**src/rtl/pgwalk_pkg.sv**
```systemverilog
// Shared types for the page table walker.
// Assumes: nothing beyond IEEE 1800-2017.
package pgwalk_pkg;
    typedef enum logic [1:0] {
        ST_IDLE = 2'd0,
        ST_READ = 2'd1,
        ST_DONE = 2'd2
    } walk_state_e;
endpackage

```
**src/rtl/pgwalk_base_reg.sv**
```systemverilog
// Page table base register.
// Loads a new value only when the write strobe and supervisor mode are both high.
// Assumes: wr_data is sampled on the same edge as wr_en.
module pgwalk_base_reg #(
    parameter int          AW      = 32,
    parameter logic [31:0] RST_VAL = 32'h0
) (
    input  logic          clk,
    input  logic          rst_n,
    input  logic          wr_en,
    input  logic          sup_mode,
    input  logic [AW-1:0] wr_data,
    output logic [AW-1:0] base_q
);
    // Hold the base; accept privileged writes only.
    always_ff @(posedge clk) begin
        if (!rst_n)
            base_q <= RST_VAL[AW-1:0];
        else if (wr_en && sup_mode)
            base_q <= wr_data;
    end
endmodule

```
**src/rtl/pgwalk_addr_gen.sv**
```systemverilog
// Entry address generator: base + page number * entry size, modulo 2^AW.
// Assumes: ENTRY_BYTES is a power of two and AW >= VPN_W.
module pgwalk_addr_gen #(
    parameter int AW          = 32,
    parameter int VPN_W       = 20,
    parameter int ENTRY_BYTES = 4
) (
    input  logic [AW-1:0]    base,
    input  logic [VPN_W-1:0] vpn,
    output logic [AW-1:0]    entry_addr
);
    localparam int SHIFT = $clog2(ENTRY_BYTES);

    logic [AW-1:0] vpn_ext;

    generate
        if (AW > VPN_W) begin : g_pad
            assign vpn_ext = {{(AW-VPN_W){1'b0}}, vpn};
        end else begin : g_flat
            assign vpn_ext = vpn;
        end
    endgenerate

    // Scale the page number to a byte offset and add the base.
    always_comb begin
        entry_addr = base + (vpn_ext << SHIFT);
    end
endmodule

```
**src/rtl/pgwalk_pte_decode.sv**
```systemverilog
// Entry decoder: extracts the valid flag and builds the physical address
// from the physical page number and the page offset.
// Assumes: valid flag at VALID_BIT, page number in the low PPN_W bits;
// all other entry bits carry no meaning here.
module pgwalk_pte_decode #(
    parameter int ENTRY_W   = 32,
    parameter int VALID_BIT = 31,
    parameter int PPN_W     = 20,
    parameter int OFF_W     = 12,
    parameter int PA_W      = 32
) (
    input  logic [ENTRY_W-1:0] pte,
    input  logic [OFF_W-1:0]   offset,
    output logic               hit,
    output logic [PA_W-1:0]    pa
);
    localparam int PA_NAT = PPN_W + OFF_W;

    logic [PA_NAT-1:0] pa_nat;
    logic              unused_pte_bits;

    // Status and reserved bits are deliberately ignored.
    assign unused_pte_bits = ^pte;

    // Valid flag and natural-width address.
    always_comb begin
        hit    = pte[VALID_BIT];
        pa_nat = {pte[PPN_W-1:0], offset};
    end

    generate
        if (PA_W > PA_NAT) begin : g_pa_pad
            assign pa = {{(PA_W-PA_NAT){1'b0}}, pa_nat};
        end else begin : g_pa_exact
            assign pa = pa_nat[PA_W-1:0];
        end
    endgenerate
endmodule

```
**src/rtl/pgwalk_ctrl.sv**
```systemverilog
// Walk sequencer: IDLE -> READ (one outstanding read) -> DONE (one cycle).
// Latches the entry address and page offset on acceptance, and the result on acknowledge.
// Assumes: mem_ack is only meaningful while mem_req is high.
module pgwalk_ctrl
    import pgwalk_pkg::*;
#(
    parameter int AW    = 32,
    parameter int OFF_W = 12,
    parameter int PA_W  = 32
) (
    input  logic             clk,
    input  logic             rst_n,
    input  logic             req_valid,
    input  logic [OFF_W-1:0] req_off,
    input  logic [AW-1:0]    entry_addr,
    input  logic             mem_ack,
    input  logic             pte_hit,
    input  logic [PA_W-1:0]  pte_pa,
    output logic             idle,
    output logic             mem_req,
    output logic [AW-1:0]    mem_addr,
    output logic [OFF_W-1:0] off_q,
    output logic             done,
    output logic             fault,
    output logic [PA_W-1:0]  paddr
);
    walk_state_e   state_q;
    logic [AW-1:0] addr_q;
    logic          fault_q;
    logic [PA_W-1:0] pa_q;

    // State transitions.
    always_ff @(posedge clk) begin
        if (!rst_n) begin
            state_q <= ST_IDLE;
        end else begin
            case (state_q)
                ST_IDLE: if (req_valid) state_q <= ST_READ;
                ST_READ: if (mem_ack)   state_q <= ST_DONE;
                ST_DONE: state_q <= ST_IDLE;
                default: state_q <= ST_IDLE;
            endcase
        end
    end

    // Capture entry address and offset at acceptance.
    always_ff @(posedge clk) begin
        if (!rst_n) begin
            addr_q <= '0;
            off_q  <= '0;
        end else if (state_q == ST_IDLE && req_valid) begin
            addr_q <= entry_addr;
            off_q  <= req_off;
        end
    end

    // Capture the translation result at acknowledge.
    always_ff @(posedge clk) begin
        if (!rst_n) begin
            fault_q <= 1'b0;
            pa_q    <= '0;
        end else if (state_q == ST_READ && mem_ack) begin
            fault_q <= !pte_hit;
            pa_q    <= pte_hit ? pte_pa : '0;
        end
    end

    // Drive outputs from state; results are gated by the strobe.
    always_comb begin
        idle     = (state_q == ST_IDLE);
        mem_req  = (state_q == ST_READ);
        mem_addr = addr_q;
        done     = (state_q == ST_DONE);
        fault    = done && fault_q;
        paddr    = (done && !fault_q) ? pa_q : '0;
    end
endmodule

```
**src/rtl/pgwalk_top.sv**
```systemverilog
// Page table walker top: base register, entry address generator,
// entry decoder and walk sequencer.
// Assumes: single-level table, one entry word per page, memory answers every request.
module pgwalk_top #(
    parameter int          VA_W        = 32,
    parameter int          OFF_W       = 12,
    parameter int          PPN_W       = 20,
    parameter int          ENTRY_BYTES = 4,
    parameter int          VALID_BIT   = 31,
    parameter int          PA_W        = 32,
    parameter logic [31:0] BASE_RST    = 32'h0
) (
    input  logic            clk,
    input  logic            rst_n,
    input  logic            req_valid,
    input  logic [VA_W-1:0] req_vaddr,
    output logic            req_ready,
    input  logic            sup_mode,
    input  logic            base_wr_en,
    input  logic [31:0]     base_wr_data,
    output logic            mem_req,
    output logic [31:0]     mem_addr,
    input  logic            mem_ack,
    input  logic [31:0]     mem_rdata,
    output logic            done,
    output logic            fault,
    output logic [PA_W-1:0] paddr
);
    localparam int AW      = 32;
    localparam int VPN_W   = VA_W - OFF_W;
    localparam int ENTRY_W = ENTRY_BYTES * 8;

    logic [AW-1:0]    base_q;
    logic [AW-1:0]    entry_addr;
    logic [OFF_W-1:0] off_q;
    logic             pte_hit;
    logic [PA_W-1:0]  pte_pa;

    pgwalk_base_reg #(.AW(AW), .RST_VAL(BASE_RST)) base_i (
        .clk      (clk),
        .rst_n    (rst_n),
        .wr_en    (base_wr_en),
        .sup_mode (sup_mode),
        .wr_data  (base_wr_data),
        .base_q   (base_q)
    );

    pgwalk_addr_gen #(.AW(AW), .VPN_W(VPN_W), .ENTRY_BYTES(ENTRY_BYTES)) addr_i (
        .base       (base_q),
        .vpn        (req_vaddr[VA_W-1:OFF_W]),
        .entry_addr (entry_addr)
    );

    pgwalk_pte_decode #(
        .ENTRY_W(ENTRY_W), .VALID_BIT(VALID_BIT), .PPN_W(PPN_W),
        .OFF_W(OFF_W), .PA_W(PA_W)
    ) dec_i (
        .pte    (mem_rdata[ENTRY_W-1:0]),
        .offset (off_q),
        .hit    (pte_hit),
        .pa     (pte_pa)
    );

    pgwalk_ctrl #(.AW(AW), .OFF_W(OFF_W), .PA_W(PA_W)) ctrl_i (
        .clk        (clk),
        .rst_n      (rst_n),
        .req_valid  (req_valid),
        .req_off    (req_vaddr[OFF_W-1:0]),
        .entry_addr (entry_addr),
        .mem_ack    (mem_ack),
        .pte_hit    (pte_hit),
        .pte_pa     (pte_pa),
        .idle       (req_ready),
        .mem_req    (mem_req),
        .mem_addr   (mem_addr),
        .off_q      (off_q),
        .done       (done),
        .fault      (fault),
        .paddr      (paddr)
    );
endmodule

```
**config.mk**
```make
export PLATFORM = sky130hd
export DESIGN_NAME = pgwalk_top
export DESIGN_NICKNAME = d
export VERILOG_FILES = /design/src/rtl/pgwalk_pkg.sv /design/src/rtl/pgwalk_base_reg.sv /design/src/rtl/pgwalk_addr_gen.sv /design/src/rtl/pgwalk_pte_decode.sv /design/src/rtl/pgwalk_ctrl.sv /design/src/rtl/pgwalk_top.sv
export SDC_FILE = /design/constraint.sdc
export NUM_CORES = 1
export LEC_CHECK = 0
export BUFFER_PORTS_ARGS = -buffer_cell sky130_fd_sc_hd__buf_2
export CAP_MARGIN = 40
export CORE_ASPECT_RATIO = 1.75
export CORE_MARGIN = 2
export CORE_UTILIZATION = 29
export CTS_BUF_LIST = sky130_fd_sc_hd__clkbuf_8
export CTS_CLUSTER_DIAMETER = 150
export DETAILED_ROUTE_END_ITERATION = 6
export GPL_TIMING_DRIVEN = 1
export PLACE_DENSITY = 0.61
export SLEW_MARGIN = 20
export SYNTH_ARGS = -nofsm -noshare
export SYNTH_HDL_FRONTEND = slang
export SYNTH_HIERARCHICAL = 1
export SYNTH_SLANG_ARGS = --single-unit
export TNS_END_PERCENT = 20
```
**constraint.sdc**
```tcl
create_clock -name clk -period 2.01 [get_ports clk]
set_input_delay 0.201 -clock clk [delete_from_list [all_inputs] [get_ports clk]]
set_output_delay 0.201 -clock clk [all_outputs]
set_load 0.05 [all_outputs]
```
==> out/metrics.yaml <==
ant_nets: 0
core_area_um2: 22200
yosysSeqAreaShare: 0.339
drc: 0
final_cells: 1268
yosys_warnings: 6
drive_gt1_frac: 0.333
powerDensity_nw_per_um2: 638
fin_worst_skew_ns: 0.0203
row_count: 72
cts.htree.levels: 3
first_global_vias: 5844
ir_drop_v: 0.000261
synth_compound_area_frac: 0.121
fin_area_um2: 8610
ys.flop_type: "dfxtp_1"
syn_to_final_growth_pct: 31.3
clkTransAtPathRegs_ns: 0.11
hold_violations: 0
cts-root-buf: "clkbuf_8"
avgRoutedWirePerCell_um: 14.5
cp-start-kind: "flip-flop"
synth-seq-cells: 111
first_pass_iters: 4
clkLatencyLatePin_ns: 0.43
yosys.area.top_type: "dfxtp_1"
synthCells: 788
yosysMostFrequentCell: "nand2_1"
synthDominantCellAreaShare: 0.339
synth_area_leaders: "dfxtp_1 (34%), mux2i_1 (12%), nand2_1 (10%)"
synth_fa_ha_area_frac: 0.0412
hold_path_class: "primary input to flip-flop"
pwr-share-clk: 0.324
yosysUniqueCellTypes: 56
port_buffers: 158
tritoncts: "done"
synth_fp_nets: 911
gp_congestion: 0.841
synth.area.mux_share: 0.116
synth_edf_count: 0
postPlaceCellArea_um2: 7670
post-route-period-util: 1.12
swShare: 0.305
wirelength_um: 18300
cp_data_required_time_ns: 2.38
async_flop_share: 0
worst_slack_ns: -0.248
dieArea_um2: 23900
vias: 5954
p_comb_frac: 0.243
grt_pass1_wl_um: 29100
drv_slew: 0
cp_max_fo: 5
switchingPower_mw: 1.67
cts_buffer_depth: 2
relSlewSlack: 0.559
dpl.hpwl_um: 13100
max_freq_mhz: 443
start_util: 0.296
pin_count: 170
synth_area_um2: 6550
antenna_found_initial: 2
cts_buffers: 9
rsz0062_at_grt: "yes"
criticalPathCategory: "flip-flop to flip-flop"
setup_viol_count_final: 19
drt_iter0_drc: 220
dp.cells: 1212
overflow: 0
synth_xor_area_frac: 0.0281
drv_cap: 0
fin_tns_setup_ns: -2.30
min_period_ns: 2.26
violations: "setup timing"
p_leak_nw: 3.68
crit_arrival_ns: 2.63
clkSinkCount: 111
status: "complete, but fails checks"
synth_top_family_by_area: "simple AND/OR/NAND/NOR gates"
grt_usage: 0.154
hold_depth: 3
syn_avg_cell_area_um2: 8.32
reg2reg_depth: 11
internal_power_mw: 3.82
dieHeight_um: 203
avgViaCountPerCell: 4.70
layout.nets: 1089
hold_ws_ns: 0.0339
endpoint_kind: "flip-flop"
pwr-share-seq: 0.434
tightestPinTransition_ns: 0.662
power_mw: 5.49
synth_simple_gate_area_frac: 0.250
die_w_um: 118
synth_commonest_cells: "nand2_1 (176), dfxtp_1 (111), mux2i_1 (76)"
grt_max_degree: 62
[cell usage in the layout, fill, tap and decap left out, types with 18 or more instances in the layout]
cell,instances
and2_1,35
nand2_1,176
buf_2,157
nand3_1,44
dlygate4sd3_1,34
o21ai_2,33
buf_4,59
dfxtp_1,107
a21oi_1,18
nand4_1,35
mux2i_1,76
[metal layers]
metal,share of wire,routed length (um),track usage
met4,0.037,681,0.0830
met1,0.40,7340,0.160
met3,0.033,609,0.0295
met5,0,0,0
met2,0.53,9700,0.288
[worst max-delay path, stage by stage (launching register included)]
cell	delay, ns
dfxtp_2	0.37
ha_4	0.13
inv_2	0.03
fa_2	0.34
nor2b_2	0.14
o2111a_1	0.23
o31a_1	0.27
o211ai_4	0.14
a211oi_2	0.23
xor2_1	0.16
nand2_1	0.06
mux2i_1	0.11
[sequential cells by signal, indices dropped and copies added, names as in the netlist]
name and flops:
ctrl_i/mem_addr 32, base_i/base_q 32, ctrl_i/pa_q 32, ctrl_i/off_q 12
ctrl_i/fault_q 1, ctrl_i/state_q 2
[timing repair]
action | in CTS | in global routing
pin swaps | 22 | 12
hold buffers | 34 | 0
setup endpoints to repair | 46 | 23
endpoints found under the hold margin | 34 | 0
gates resized for setup | 40 | 13
gates cloned | 1 | 0
setup buffers | 5 | 0
[area by class of cell]
type	count	area, um^2
fillers	2300	13600
multi-input cells	570	3950
flip-flops and latches	111	2230
repair buffers	261	1750
well taps	296	370
clock inverters	6	133
clock buffers	9	124
inverters	13	48.8
diodes	2	5.00
[path summary, 6_finish.rpt]
check | startpoint | endpoint | slack (ns)
max reg2reg | base_i/base_q[2] | ctrl_i/mem_addr[30] | -0.25
min | base_wr_data[23] | base_i/base_q[23] | 0.03
max | base_i/base_q[2] | ctrl_i/mem_addr[30] | -0.25
min reg2reg | ctrl_i/pa_q[5] | ctrl_i/pa_q[5] | 0.45
[cell families (layout without fill, tap and decap cells)]
group | Yosys count | in the layout
compound gates | 110 | 110
xor+xnor | 21 | 21
fa+ha+maj | 21 | 21
buf+inv | 107 | 289
flops | 111 | 111
mux | 76 | 76
other cells | 0 | 2
simple gates | 342 | 342
[metrics by stage]
stage / setup WS (ns) / utilization
global placement: -0.401 / 0.346
global route: -0.416 / 0.388
CTS: -0.378 / 0.384
floorplan: -0.159 / -
detailed placement: -0.430 / 0.346
finish: -0.248 / 0.388
[power by group through the flow]
stage | registers, mW | logic (mW) | clock network, mW
finish | 2.38 | 1.33 | 1.78
global route | 2.40 | 1.44 | 1.92
CTS | 2.38 | 1.32 | 1.86
detailed placement | 2.43 | 1.21 | 0
global placement | 2.42 | 1.20 | 0
floorplan | 2.59 | 0.696 | 0
Note: power is estimated with default switching activity, not from simulation.
